<file path="src/rtl/wdt_keyed_pkg.sv">
`timescale 1ns/1ps
package wdt_keyed_pkg;

    typedef enum logic [1:0] {
        ST_IDLE     = 2'd0,
        ST_COUNT    = 2'd1,
        ST_EXPIRED  = 2'd2
    } wdt_state_e;

    typedef struct packed {
        logic [1:0] plen;
        logic       irq_en;
        logic       rst_en;
        logic       en;
    } wdt_mode_t;

    localparam logic [1:0]  WORD_MODE    = 2'd0;
    localparam logic [1:0]  WORD_CTRL    = 2'd1;
    localparam logic [1:0]  WORD_KICK    = 2'd2;
    localparam logic [1:0]  WORD_STAT    = 2'd3;

    localparam logic [11:0] MODE_KEY     = 12'hABC;
    localparam logic [17:0] CTRL_KEY     = 18'h00248;
    localparam logic [31:0] KICK_WORD    = 32'h0000_1999;

    localparam int          PULSE_W      = 5;

    function automatic logic [PULSE_W-1:0] pulse_len(input logic [1:0] sel);
        return PULSE_W'(2) << sel;
    endfunction

endpackage

</file>
<file path="src/rtl/wdt_regs.sv">
`timescale 1ns/1ps
module wdt_regs
    import wdt_keyed_pkg::*;
#(
    parameter int RELOAD_W = 12,
    parameter int ADDR_W   = 4
) (
    input  logic                clk,
    input  logic                rst_n,
    input  logic                wr_en,
    input  logic [ADDR_W-1:0]   addr,
    input  logic [31:0]         wdata,
    input  logic                stat,
    output wdt_mode_t           mode_q,
    output logic [RELOAD_W-1:0] reload_q,
    output logic [1:0]          psel_q,
    output logic                kick_o,
    output logic [31:0]         rdata
);

    logic [1:0] word;
    logic       mode_ok;
    logic       ctrl_ok;

    assign word    = addr[3:2];
    assign mode_ok = wr_en && (word == WORD_MODE) && (wdata[23:12] == MODE_KEY);
    assign ctrl_ok = wr_en && (word == WORD_CTRL) && (wdata[31:14] == CTRL_KEY);
    assign kick_o  = wr_en && (word == WORD_KICK) && (wdata == KICK_WORD);

    always_ff @(posedge clk or negedge rst_n) begin
        if (!rst_n) begin
            mode_q   <= '0;
            reload_q <= '1;
            psel_q   <= 2'd0;
        end else begin
            if (mode_ok) begin
                mode_q.en     <= wdata[0];
                mode_q.rst_en <= wdata[1];
                mode_q.irq_en <= wdata[2];
                mode_q.plen   <= wdata[5:4];
            end
            if (ctrl_ok) begin
                reload_q <= wdata[RELOAD_W+1:2];
                psel_q   <= wdata[1:0];
            end
        end
    end

    always_comb begin
        rdata = '0;
        unique case (word)
            WORD_MODE: rdata[5:0] = {mode_q.plen, 1'b0, mode_q.irq_en, mode_q.rst_en, mode_q.en};
            WORD_CTRL: begin
                rdata[RELOAD_W+1:2] = reload_q;
                rdata[1:0]          = psel_q;
            end
            WORD_KICK: rdata = '0;
            WORD_STAT: rdata[0] = stat;
        endcase
    end

    AST_MODE_KEY_GUARD: assert property (@(posedge clk) disable iff (!rst_n)
        (wr_en && word == WORD_MODE && wdata[23:12] != MODE_KEY) |=> $stable(mode_q));
    AST_CTRL_KEY_GUARD: assert property (@(posedge clk) disable iff (!rst_n)
        (wr_en && word == WORD_CTRL && wdata[31:14] != CTRL_KEY) |=> ($stable(reload_q) && $stable(psel_q)));

endmodule

</file>
<file path="src/rtl/wdt_prescaler.sv">
`timescale 1ns/1ps
module wdt_prescaler #(
    parameter int PRE_W = 12
) (
    input  logic       clk,
    input  logic       rst_n,
    input  logic       clr,
    input  logic       run,
    input  logic [1:0] sel,
    output logic       tick
);

    logic [PRE_W-1:0] phase_q;
    logic [PRE_W-1:0] last;

    always_comb begin
        unique case (sel)
            2'd0: last = PRE_W'(7);
            2'd1: last = PRE_W'(63);
            2'd2: last = PRE_W'(511);
            2'd3: last = PRE_W'(4095);
        endcase
    end

    assign tick = run && (phase_q >= last);

    always_ff @(posedge clk or negedge rst_n) begin
        if (!rst_n)
            phase_q <= '0;
        else if (clr || tick)
            phase_q <= '0;
        else if (run)
            phase_q <= phase_q + 1'b1;
    end

    AST_TICK_WRAPS: assert property (@(posedge clk) disable iff (!rst_n)
        tick |=> (phase_q == '0));
    AST_PHASE_FROZEN: assert property (@(posedge clk) disable iff (!rst_n)
        (!run && !clr) |=> $stable(phase_q));

endmodule

</file>
<file path="src/rtl/wdt_core.sv">
`timescale 1ns/1ps
module wdt_core
    import wdt_keyed_pkg::*;
#(
    parameter int RELOAD_W     = 12,
    parameter int RELOAD_SHIFT = 12,
    localparam int CNT_W       = RELOAD_W + RELOAD_SHIFT
) (
    input  logic                clk,
    input  logic                rst_n,
    input  wdt_mode_t           mode,
    input  logic [RELOAD_W-1:0] reload,
    input  logic                kick,
    input  logic                tick,
    output logic                run,
    output logic                pre_clr,
    output logic                stat,
    output logic                irq_o,
    output logic                wdt_rst_o
);

    wdt_state_e         state_q, state_d;
    logic [CNT_W-1:0]   cnt_q;
    logic [CNT_W-1:0]   start_val;
    logic [PULSE_W-1:0] pulse_q;
    logic               expire_now;
    logic               pulse_on;

    assign start_val  = CNT_W'(reload) << RELOAD_SHIFT;
    assign run        = mode.en && (state_q != ST_EXPIRED);
    assign pre_clr    = !mode.en || kick;
    assign expire_now = run && tick && !kick && (cnt_q <= CNT_W'(1));
    assign pulse_on   = (pulse_q != '0);

    always_comb begin
        state_d = state_q;
        unique case (state_q)
            ST_IDLE: begin
                if (mode.en)
                    state_d = expire_now ? ST_EXPIRED : ST_COUNT;
            end
            ST_COUNT: begin
                if (!mode.en)
                    state_d = ST_IDLE;
                else if (expire_now)
                    state_d = ST_EXPIRED;
            end
            ST_EXPIRED: begin
                if (!mode.en)
                    state_d = ST_IDLE;
                else if (kick)
                    state_d = ST_COUNT;
            end
            default: state_d = ST_IDLE;
        endcase
    end

    always_ff @(posedge clk or negedge rst_n) begin
        if (!rst_n)
            state_q <= ST_IDLE;
        else
            state_q <= state_d;
    end

    always_ff @(posedge clk or negedge rst_n) begin
        if (!rst_n) begin
            cnt_q   <= '0;
            stat    <= 1'b0;
            pulse_q <= '0;
        end else begin
            if (!mode.en || kick)
                cnt_q <= start_val;
            else if (expire_now)
                cnt_q <= '0;
            else if (run && tick)
                cnt_q <= cnt_q - 1'b1;

            if (kick)
                stat <= 1'b0;
            else if (expire_now)
                stat <= 1'b1;

            if (!mode.en)
                pulse_q <= '0;
            else if (expire_now && mode.rst_en)
                pulse_q <= pulse_len(mode.plen);
            else if (pulse_on)
                pulse_q <= pulse_q - 1'b1;
        end
    end

    assign irq_o     = stat && mode.irq_en && mode.en;
    assign wdt_rst_o = pulse_on && mode.en;

    AST_EXPIRED_AT_ZERO: assert property (@(posedge clk) disable iff (!rst_n)
        (state_q == ST_EXPIRED) |-> (stat && cnt_q == '0));
    AST_HOLD_BETWEEN_TICKS: assert property (@(posedge clk) disable iff (!rst_n)
        (state_q == ST_COUNT && mode.en && !kick && !tick) |=> (cnt_q == $past(cnt_q)));
    AST_STEP_ON_TICK: assert property (@(posedge clk) disable iff (!rst_n)
        (state_q == ST_COUNT && mode.en && !kick && tick && cnt_q > CNT_W'(1)) |=> (cnt_q == $past(cnt_q) - 1'b1));
    AST_KICK_RELOADS: assert property (@(posedge clk) disable iff (!rst_n)
        (mode.en && kick) |=> (cnt_q == $past(start_val) && !stat));
    AST_PULSE_FROM_EXPIRY: assert property (@(posedge clk) disable iff (!rst_n)
        $rose(pulse_on) |-> (state_q == ST_EXPIRED));

endmodule

</file>
<file path="src/rtl/wdt_keyed.sv">
`timescale 1ns/1ps
module wdt_keyed
    import wdt_keyed_pkg::*;
#(
    parameter int RELOAD_W     = 12,
    parameter int RELOAD_SHIFT = 12,
    parameter int ADDR_W       = 4
) (
    input  logic              clk,
    input  logic              rst_n,
    input  logic              wr_en,
    input  logic [ADDR_W-1:0] addr,
    input  logic [31:0]       wdata,
    output logic [31:0]       rdata,
    output logic              irq_o,
    output logic              wdt_rst_o
);

    localparam int PRE_W = 12;

    wdt_mode_t           mode;
    logic [RELOAD_W-1:0] reload;
    logic [1:0]          psel;
    logic                kick;
    logic                tick;
    logic                run;
    logic                pre_clr;
    logic                stat;

    wdt_regs #(.RELOAD_W(RELOAD_W), .ADDR_W(ADDR_W)) u_regs (
        .clk      (clk),
        .rst_n    (rst_n),
        .wr_en    (wr_en),
        .addr     (addr),
        .wdata    (wdata),
        .stat     (stat),
        .mode_q   (mode),
        .reload_q (reload),
        .psel_q   (psel),
        .kick_o   (kick),
        .rdata    (rdata)
    );

    wdt_prescaler #(.PRE_W(PRE_W)) u_pre (
        .clk   (clk),
        .rst_n (rst_n),
        .clr   (pre_clr),
        .run   (run),
        .sel   (psel),
        .tick  (tick)
    );

    wdt_core #(.RELOAD_W(RELOAD_W), .RELOAD_SHIFT(RELOAD_SHIFT)) u_core (
        .clk       (clk),
        .rst_n     (rst_n),
        .mode      (mode),
        .reload    (reload),
        .kick      (kick),
        .tick      (tick),
        .run       (run),
        .pre_clr   (pre_clr),
        .stat      (stat),
        .irq_o     (irq_o),
        .wdt_rst_o (wdt_rst_o)
    );

endmodule

</file>
<file path="config.mk">
export PLATFORM = sky130hd
export DESIGN_NAME = wdt_keyed
export DESIGN_NICKNAME = d
export VERILOG_FILES = /design/src/rtl/wdt_keyed_pkg.sv /design/src/rtl/wdt_regs.sv /design/src/rtl/wdt_prescaler.sv /design/src/rtl/wdt_core.sv /design/src/rtl/wdt_keyed.sv
export SDC_FILE = /design/constraint.sdc
export NUM_CORES = 1
export LEC_CHECK = 0
export BUFFER_PORTS_ARGS = -buffer_cell sky130_fd_sc_hd__buf_2
export CAP_MARGIN = 25
export CORE_ASPECT_RATIO = 1.75
export CORE_MARGIN = 2
export CORE_UTILIZATION = 56
export DETAILED_ROUTE_END_ITERATION = 7
export GPL_TIMING_DRIVEN = 0
export PLACE_DENSITY = 0.9
export SLEW_MARGIN = 20
export SYNTH_ARGS = -nofsm -noshare
export SYNTH_HDL_FRONTEND = slang
export SYNTH_HIERARCHICAL = 1
export SYNTH_SLANG_ARGS = --single-unit
</file>
<file path="constraint.sdc">
create_clock -name clk -period 3.4 [get_ports clk]
set_input_delay 0.34 -clock clk [delete_from_list [all_inputs] [get_ports clk]]
set_output_delay 0.34 -clock clk [all_outputs]
set_load 0.02 [all_outputs]
</file>
# Yosys cells after proc, flatten, opt, wreduce, memory -nomap -nowiden

Index checks and enable logic that the tools add are counted.

Reductions and logical operators: 27
Order comparisons: 2
Equality and inequality tests: 16
$add $sub $neg: 3
Shift-type cells: 1
Multiplexer cells: 21

Operators with widths:

| cell                                                             | number |
|---|---|
| two-way mux 24 bit                                               | 3 |
| case mux 12 bit (4 select lines)                                 | 1 |
| equality test 32 x 13 -> 1 bit (second input constant)           | 1 |
| less-or-equal comparator 24 x 1 -> 1 bit (second input constant) | 1 |
| two-way mux 12 bit                                               | 2 |
| subtractor 24 x 1 -> 24 bit (second input constant)              | 1 |
| equality test 18 x 10 -> 1 bit (second input constant)           | 1 |
| logical AND 1 bit                                                | 15 |
| two-way mux 5 bit                                                | 3 |
| adder 12 x 1 -> 12 bit (second input constant)                   | 1 |
| equality test 12 bit (second input constant)                     | 1 |
| greater-or-equal comparator 12 bit                               | 1 |
| two-way mux 2 bit                                                | 6 |
| equality test 2 bit (second input constant)                      | 5 |
| case mux 5 bit (2 select lines)                                  | 1 |
| two-way mux 8 bit                                                | 1 |
| equality test 2 x 1 -> 1 bit (second input constant)             | 3 |
| zero test 2 bit                                                  | 3 |
| inequality test 3 x 2 -> 1 bit (second input constant)           | 2 |
| case mux 2 bit (3 select lines)                                  | 1 |
| nonzero test 5 bit                                               | 1 |
| << shifter 2 x 2 -> 5 bit (first input constant)                 | 1 |
| subtractor 5 x 1 -> 5 bit (second input constant)                | 1 |
| inequality test 2 bit (second input constant)                    | 2 |
| 8 further kinds                                                  | 12 |

Input port bits: 39
Output and inout bits: 34
Bits in registers: 63
Word-level logic and storage cells: 81

# Depth between registers and ports, before layout

Depth after elaboration: 10
Depth in mapped cells: 13
Depth with buffers taken out: 12

# By module

Netlist, hierarchy kept.

By module, submodules not included:

| module        | cells an instance | instances | sequential area each (µm²) | area each (µm²) |
|---|---|---|---|---|
| wdt_core      | 224               | 1         | 800.8                      | 2,053.2 |
| wdt_regs      | 102               | 1         | 490.5                      | 1,162.4 |
| wdt_prescaler | 85                | 1         | 300.3                      | 844.6 |

# Worst setup path after synthesis

Ideal clock, no wire load.

Path kind: in2reg
Start point: in addr[2]
End point: reg u_pre.phase_q[8]
Arrival: 3.347 ns
Cell stages on the path: 12
Path slack: -0.041 ns
Data required time: 3.306 ns
Path buffers: 2
Setup time: 0.094 ns
Cell sequence: buf_4 or3_4 or4_1 nor4_1 nor2b_1 clkinv_1 clkbuf_1 o211a_1 nor2b_1 nand3_1 xor2_1 a211oi_1

Longest elaborated chain between the ends: 6
Elaborated cells between the ends (all ways): 7
Classes of those cells: eq/ne (1); mux (1); reduce/logical (5)

Ends and longest elaborated chain:

| what                                                     | line                | RTL |
|---|---|---|
| start: declaration                                       | wdt_keyed.sv:12     | `input logic [ADDR_W-1:0] addr,` |
| equality test 2 bit *                                    | wdt_regs.sv:28      | `assign kick_o = wr_en && (word == WORD_KICK) && (wdata == KICK_WORD);` |
| logical AND 1 bit * (2 in series)                        | wdt_regs.sv:28      |  |
| net kick                                                 | wdt_keyed.sv:24     | `logic kick;` |
| logical OR 1 bit *                                       | wdt_core.sv:31      | `assign pre_clr = !mode.en \|\| kick;` |
| net pre_clr                                              | wdt_keyed.sv:27     | `logic pre_clr;` |
| logical OR 1 bit *                                       | wdt_prescaler.sv:30 | `else if (clr \|\| tick)` |
| two-way mux 12 bit or nonzero test 2 bit (tied branches) | --                  |  |
| end signal: assignment                                   | wdt_prescaler.sv:33 | `phase_q <= phase_q + 1'b1;` |
| end: declaration                                         | wdt_prescaler.sv:13 | `logic [PRE_W-1:0] phase_q;` |

The timed path passes the listed nets; every way through them passes the cells marked *.
A chain may end at the register's enable or synchronous reset.

# Worst setup path after layout

Start point: reg u_regs.psel_q[1]
End point: reg u_core.cnt_q[15]

Longest elaborated chain between the ends: 9
Elaborated cells between the ends (all ways): 13
Classes of those cells: order compare (1); eq/ne (3); mux (3); reduce/logical (6)

Ends and longest elaborated chain:

| what                                              | line                           | RTL |
|---|---|---|
| start: declaration                                | wdt_regs.sv:16                 | `output logic [1:0] psel_q,` |
| start signal: assignment                          | wdt_regs.sv:44                 | `psel_q <= wdata[1:0];` |
| equality test 2 bit, or another cell as far along | wdt_prescaler.sv:17            | `unique case (sel)` |
| case mux 12 bit (4 select lines) *                | wdt_prescaler.sv:17            |  |
| greater-or-equal comparator 12 bit *              | wdt_prescaler.sv:25            | `assign tick = run && (phase_q >= last);` |
| logical AND 1 bit *                               | wdt_prescaler.sv:25            |  |
| net tick                                          | wdt_keyed.sv:25                | `logic tick;` |
| logical AND 1 bit *                               | wdt_core.sv:32, wdt_core.sv:75 |  |
| logical AND 1 bit (2 in series)                   | wdt_core.sv:32                 | `assign expire_now = run && tick && !kick && (cnt_q <= CNT_W'(1));` |
| two-way mux 24 bit                                | wdt_core.sv:73                 | `else if (expire_now)` |
| two-way mux 24 bit                                | wdt_core.sv:71                 | `if (!mode.en \|\| kick)` |
| end signal: assignment                            | wdt_core.sv:72                 | `cnt_q <= start_val;` |
| end signal: assignment                            | wdt_core.sv:76                 | `cnt_q <= cnt_q - 1'b1;` |
| end: declaration                                  | wdt_core.sv:23                 | `logic [CNT_W-1:0] cnt_q;` |

The timed path passes the listed nets; every way through them passes the cells marked *. The select of a mux whose other input is x is not followed.

==> metrics.txt <==
synthesized area 4060 um2; EDFF count, synth 0; hpwl dp 7918 um; DR pass1 iterations 8; Post-Synth Adder-Cell Area 3.390%; Synth top area share 31.43%; Die Span Y 116.6 um; GPL Wtd Cong 0.9049; GRT Util Overall 28.38%; TritonCTS buffer count 9; kind of critical path register to register; crit path max fanout 10; CP Data Required Time 3.61 ns; Final Skew 0.003986 ns; routed wire length 10730 um; Cell Pwr Density 339.5 nW/um2; Clock Latency Late Sink 0.33 ns; compound-cell area share of the yosys netlist 13.47%; Die Area 7974 um2; root buf cell clkbuf_16; I/O Buffers 50; first-pass GRT wire length 16550 um; Pleak 2.348 nW; max_slew headroom 45.86%; Die Span X 68.37 um; Mean Syn Cell Area 9.879 um2; Critical Path Start Type register; FMAX 309.8 MHz; reg2reg end u_core/cnt_q[15]$_DFFE_PN0P_; post-place instance area 4491 um2; Netlist cell types 68; Layout fillers 540; worst vdd ir 284.9 uV; dominant cell type by area after synthesis dfrtp_1; mux contribution to synthesized area 7.242%; final worst-path cycle share 94.94%; layout cells sized above 1 28.92%; Area contributors post-synth dfrtp_1, dfstp_2, mux2_2, nor2_1, buf_4; crit-path max cell delay 0.42 ns; Design Area, Final 4818 um2; core area 7131 um2; dpl cells 564; area grow syn2layout 18.67%; Ys Warns 6; register bit total from synthesis 63; Crit. End Element register; vias in the first global route 3546; Setup Total Neg Slack 0 ns; worst-margin pin slew 0.8122 ns; largest family of logic cells by synthesized area simple AND/OR/NAND/NOR gates; CP arrival 3.44 ns; Synth Flop Type dfrtp_1; Layout Nets 543; Cells after Synth 411; drt drc 0; Final Hold Viols 0; Critical Path Slowest Stage Cell dfrtp_2; Overflow after GRT 0; Worst Hold Class primary input to asynchronous set/reset pin; via density per instance 6.204; reg2reg start u_regs/psel_q[1]$_DFFE_PN0P_; largest net degree at the start of global routing 64; commonest cells after routing, fill and taps aside buf_2, dfrtp_1, nor2_1; Post-Synth Simple-Gate Area 25.79%; r2r setup slk 0.17 ns; most common cell after layout, fill and taps aside buf_2; Post-synth ARST share 100.0%; crit path time final 3.228 ns; WL/cell 18.37 um; clock tree sinks 63; row count 41; max-slew violation count 0; XOR/XNOR Fraction of Synth Area 4.530%; number of H-tree levels 3; vias 3623; final setup fails 0; I/O Pins 73; Clock Pin Slew Worst Setup and Hold Paths 0.05 ns; status finished, final reports clean; sequential share of the synthesized area 39.20%; r2r worst-path depth 12; drt first-iter violations 274; most used cell, CP and2_1; ANT cells 0; CP cell instances nand2_1 -> ha_1 -> nand4_1 -> nor4b_2 -> nor2_2 -> nand2_4 -> and2_1 -> and2_1 -> o2111ai_2 -> o31ai_4 -> o21ai_1 -> a211o_1; post-route ant nets 0; initial antenna violation count 0; Initial Util 56.94%; CTS tree built; non-filler cells, final 584; Clock Tree Buf Depth 2; Max Cap Viol 0
[sequential cells by signal, indices dropped and copies added (netlist names)]
name / cells
u_regs/psel_q: 2
u_regs/reload_q: 12
u_core/cnt_q: 24
u_regs/mode_q: 5
u_core/state_q: 2
u_core/pulse_q: 5
u_core/stat: 1
u_pre/phase_q: 12
[where the power goes]
part | switching, mW | internal [mW]
Sequential | 0.000434 | 0.752
Clock | 0.295 | 0.492
Combinational | 0.0593 | 0.0372
[layer usage]
metal | vias up | track usage, % | routed length, um
met5 | - | 0 | 0
met4 | 0 | 20.27 | 582
met3 | 42 | 8.671 | 510
met2 | 150 | 51.20 | 5964
met1 | 1788 | 25.47 | 3671
li1 | 1643 | - | -
[worst max path at each step]
stage                                               end  cells past startpoint  slack (ns)                    startpoint
after detailed placement   u_pre/phase_q[8]$_DFFE_PN0P_                     12       -0.58                       addr[2]
after global routing       u_core/cnt_q[15]$_DFFE_PN0P_                     12       -0.03  u_regs/psel_q[0]$_DFFE_PN0P_
after floorplan            u_pre/phase_q[8]$_DFFE_PN0P_                     12        0.09                       addr[2]
final                      u_core/cnt_q[15]$_DFFE_PN0P_                     12        0.17  u_regs/psel_q[1]$_DFFE_PN0P_
after CTS                 u_core/pulse_q[2]$_DFFE_PN0P_                     13        0.05  u_regs/psel_q[1]$_DFFE_PN0P_
after global placement    u_pre/phase_q[11]$_DFFE_PN0P_                     12       -0.49                       addr[2]
[synthesized netlist by cell type, types with 8 or more instances]
| cell type | n |
|---|---|
| nor2_1 | 41 |
| nor2b_1 | 8 |
| nand4_1 | 13 |
| nand3_1 | 13 |
| a21oi_1 | 8 |
| dfstp_2 | 12 |
| ha_1 | 11 |
| and2_1 | 16 |
| mux2i_1 | 8 |
| buf_4 | 20 |
| nor3_1 | 10 |
| nand2_1 | 25 |
| mux2_2 | 19 |
| dfrtp_1 | 51 |
| xnor2_1 | 11 |
| xor2_1 | 10 |
| o21ai_0 | 8 |
| a211oi_1 | 13 |
[stage by stage]
stage	power, mW	setup WS (ns)	util, %	hold WS [ns]
floorplan	0.8147	0.09180	-	0.04441
global placement	0.8568	-0.4917	62.94	0.4754
detailed placement	0.8594	-0.5751	62.98	0.4667
CTS	1.654	0.05492	66.66	0.1139
global route	1.694	-0.03490	67.57	0.1510
finish	1.636	0.1721	67.57	0.09293
[critical path: cells and delay by family, from the launching register on]
| family | cells | cell delay, ns |
|---|---|---|
| and+or+nand+nor | 7 | 1.34 |
| AOI/OAI and AO/OA | 4 | 1.03 |
| DFF | 1 | 0.42 |
| adders and majority gates | 1 | 0.31 |
[area by class of cell]
class	count	area [um2]	share of cell area (%)
plain buffers	33	232.7	4.830
well taps	86	107.6	2.233
multi-input cells	325	2322	48.20
repair buffers	54	282.8	5.869
clock inverters	1	5.005	0.1039
inverters	7	26.28	0.5453
clock buffers	15	247.7	5.142
flip-flops and latches	63	1594	33.08
[kinds of logic (layout without fill, tap and decap cells)]
logic type      count (synthesis)  count (layout)
xor+xnor                       21              21
flops                          63              63
compound gates                 71              71
simple gates                  177             177
fa+ha+maj                      11              11
other cells                     1              18
mux                            27              27
buf+inv                        40             110
[timing repair]
item,in CTS,in global routing
setup endpoints to repair,7,24
hold buffers,0,0
cloned,0,0
setup buffers,0,4
pin swaps,0,3
gates resized for setup,2,8
No activity file was read; power rests on OpenSTA's default activity.
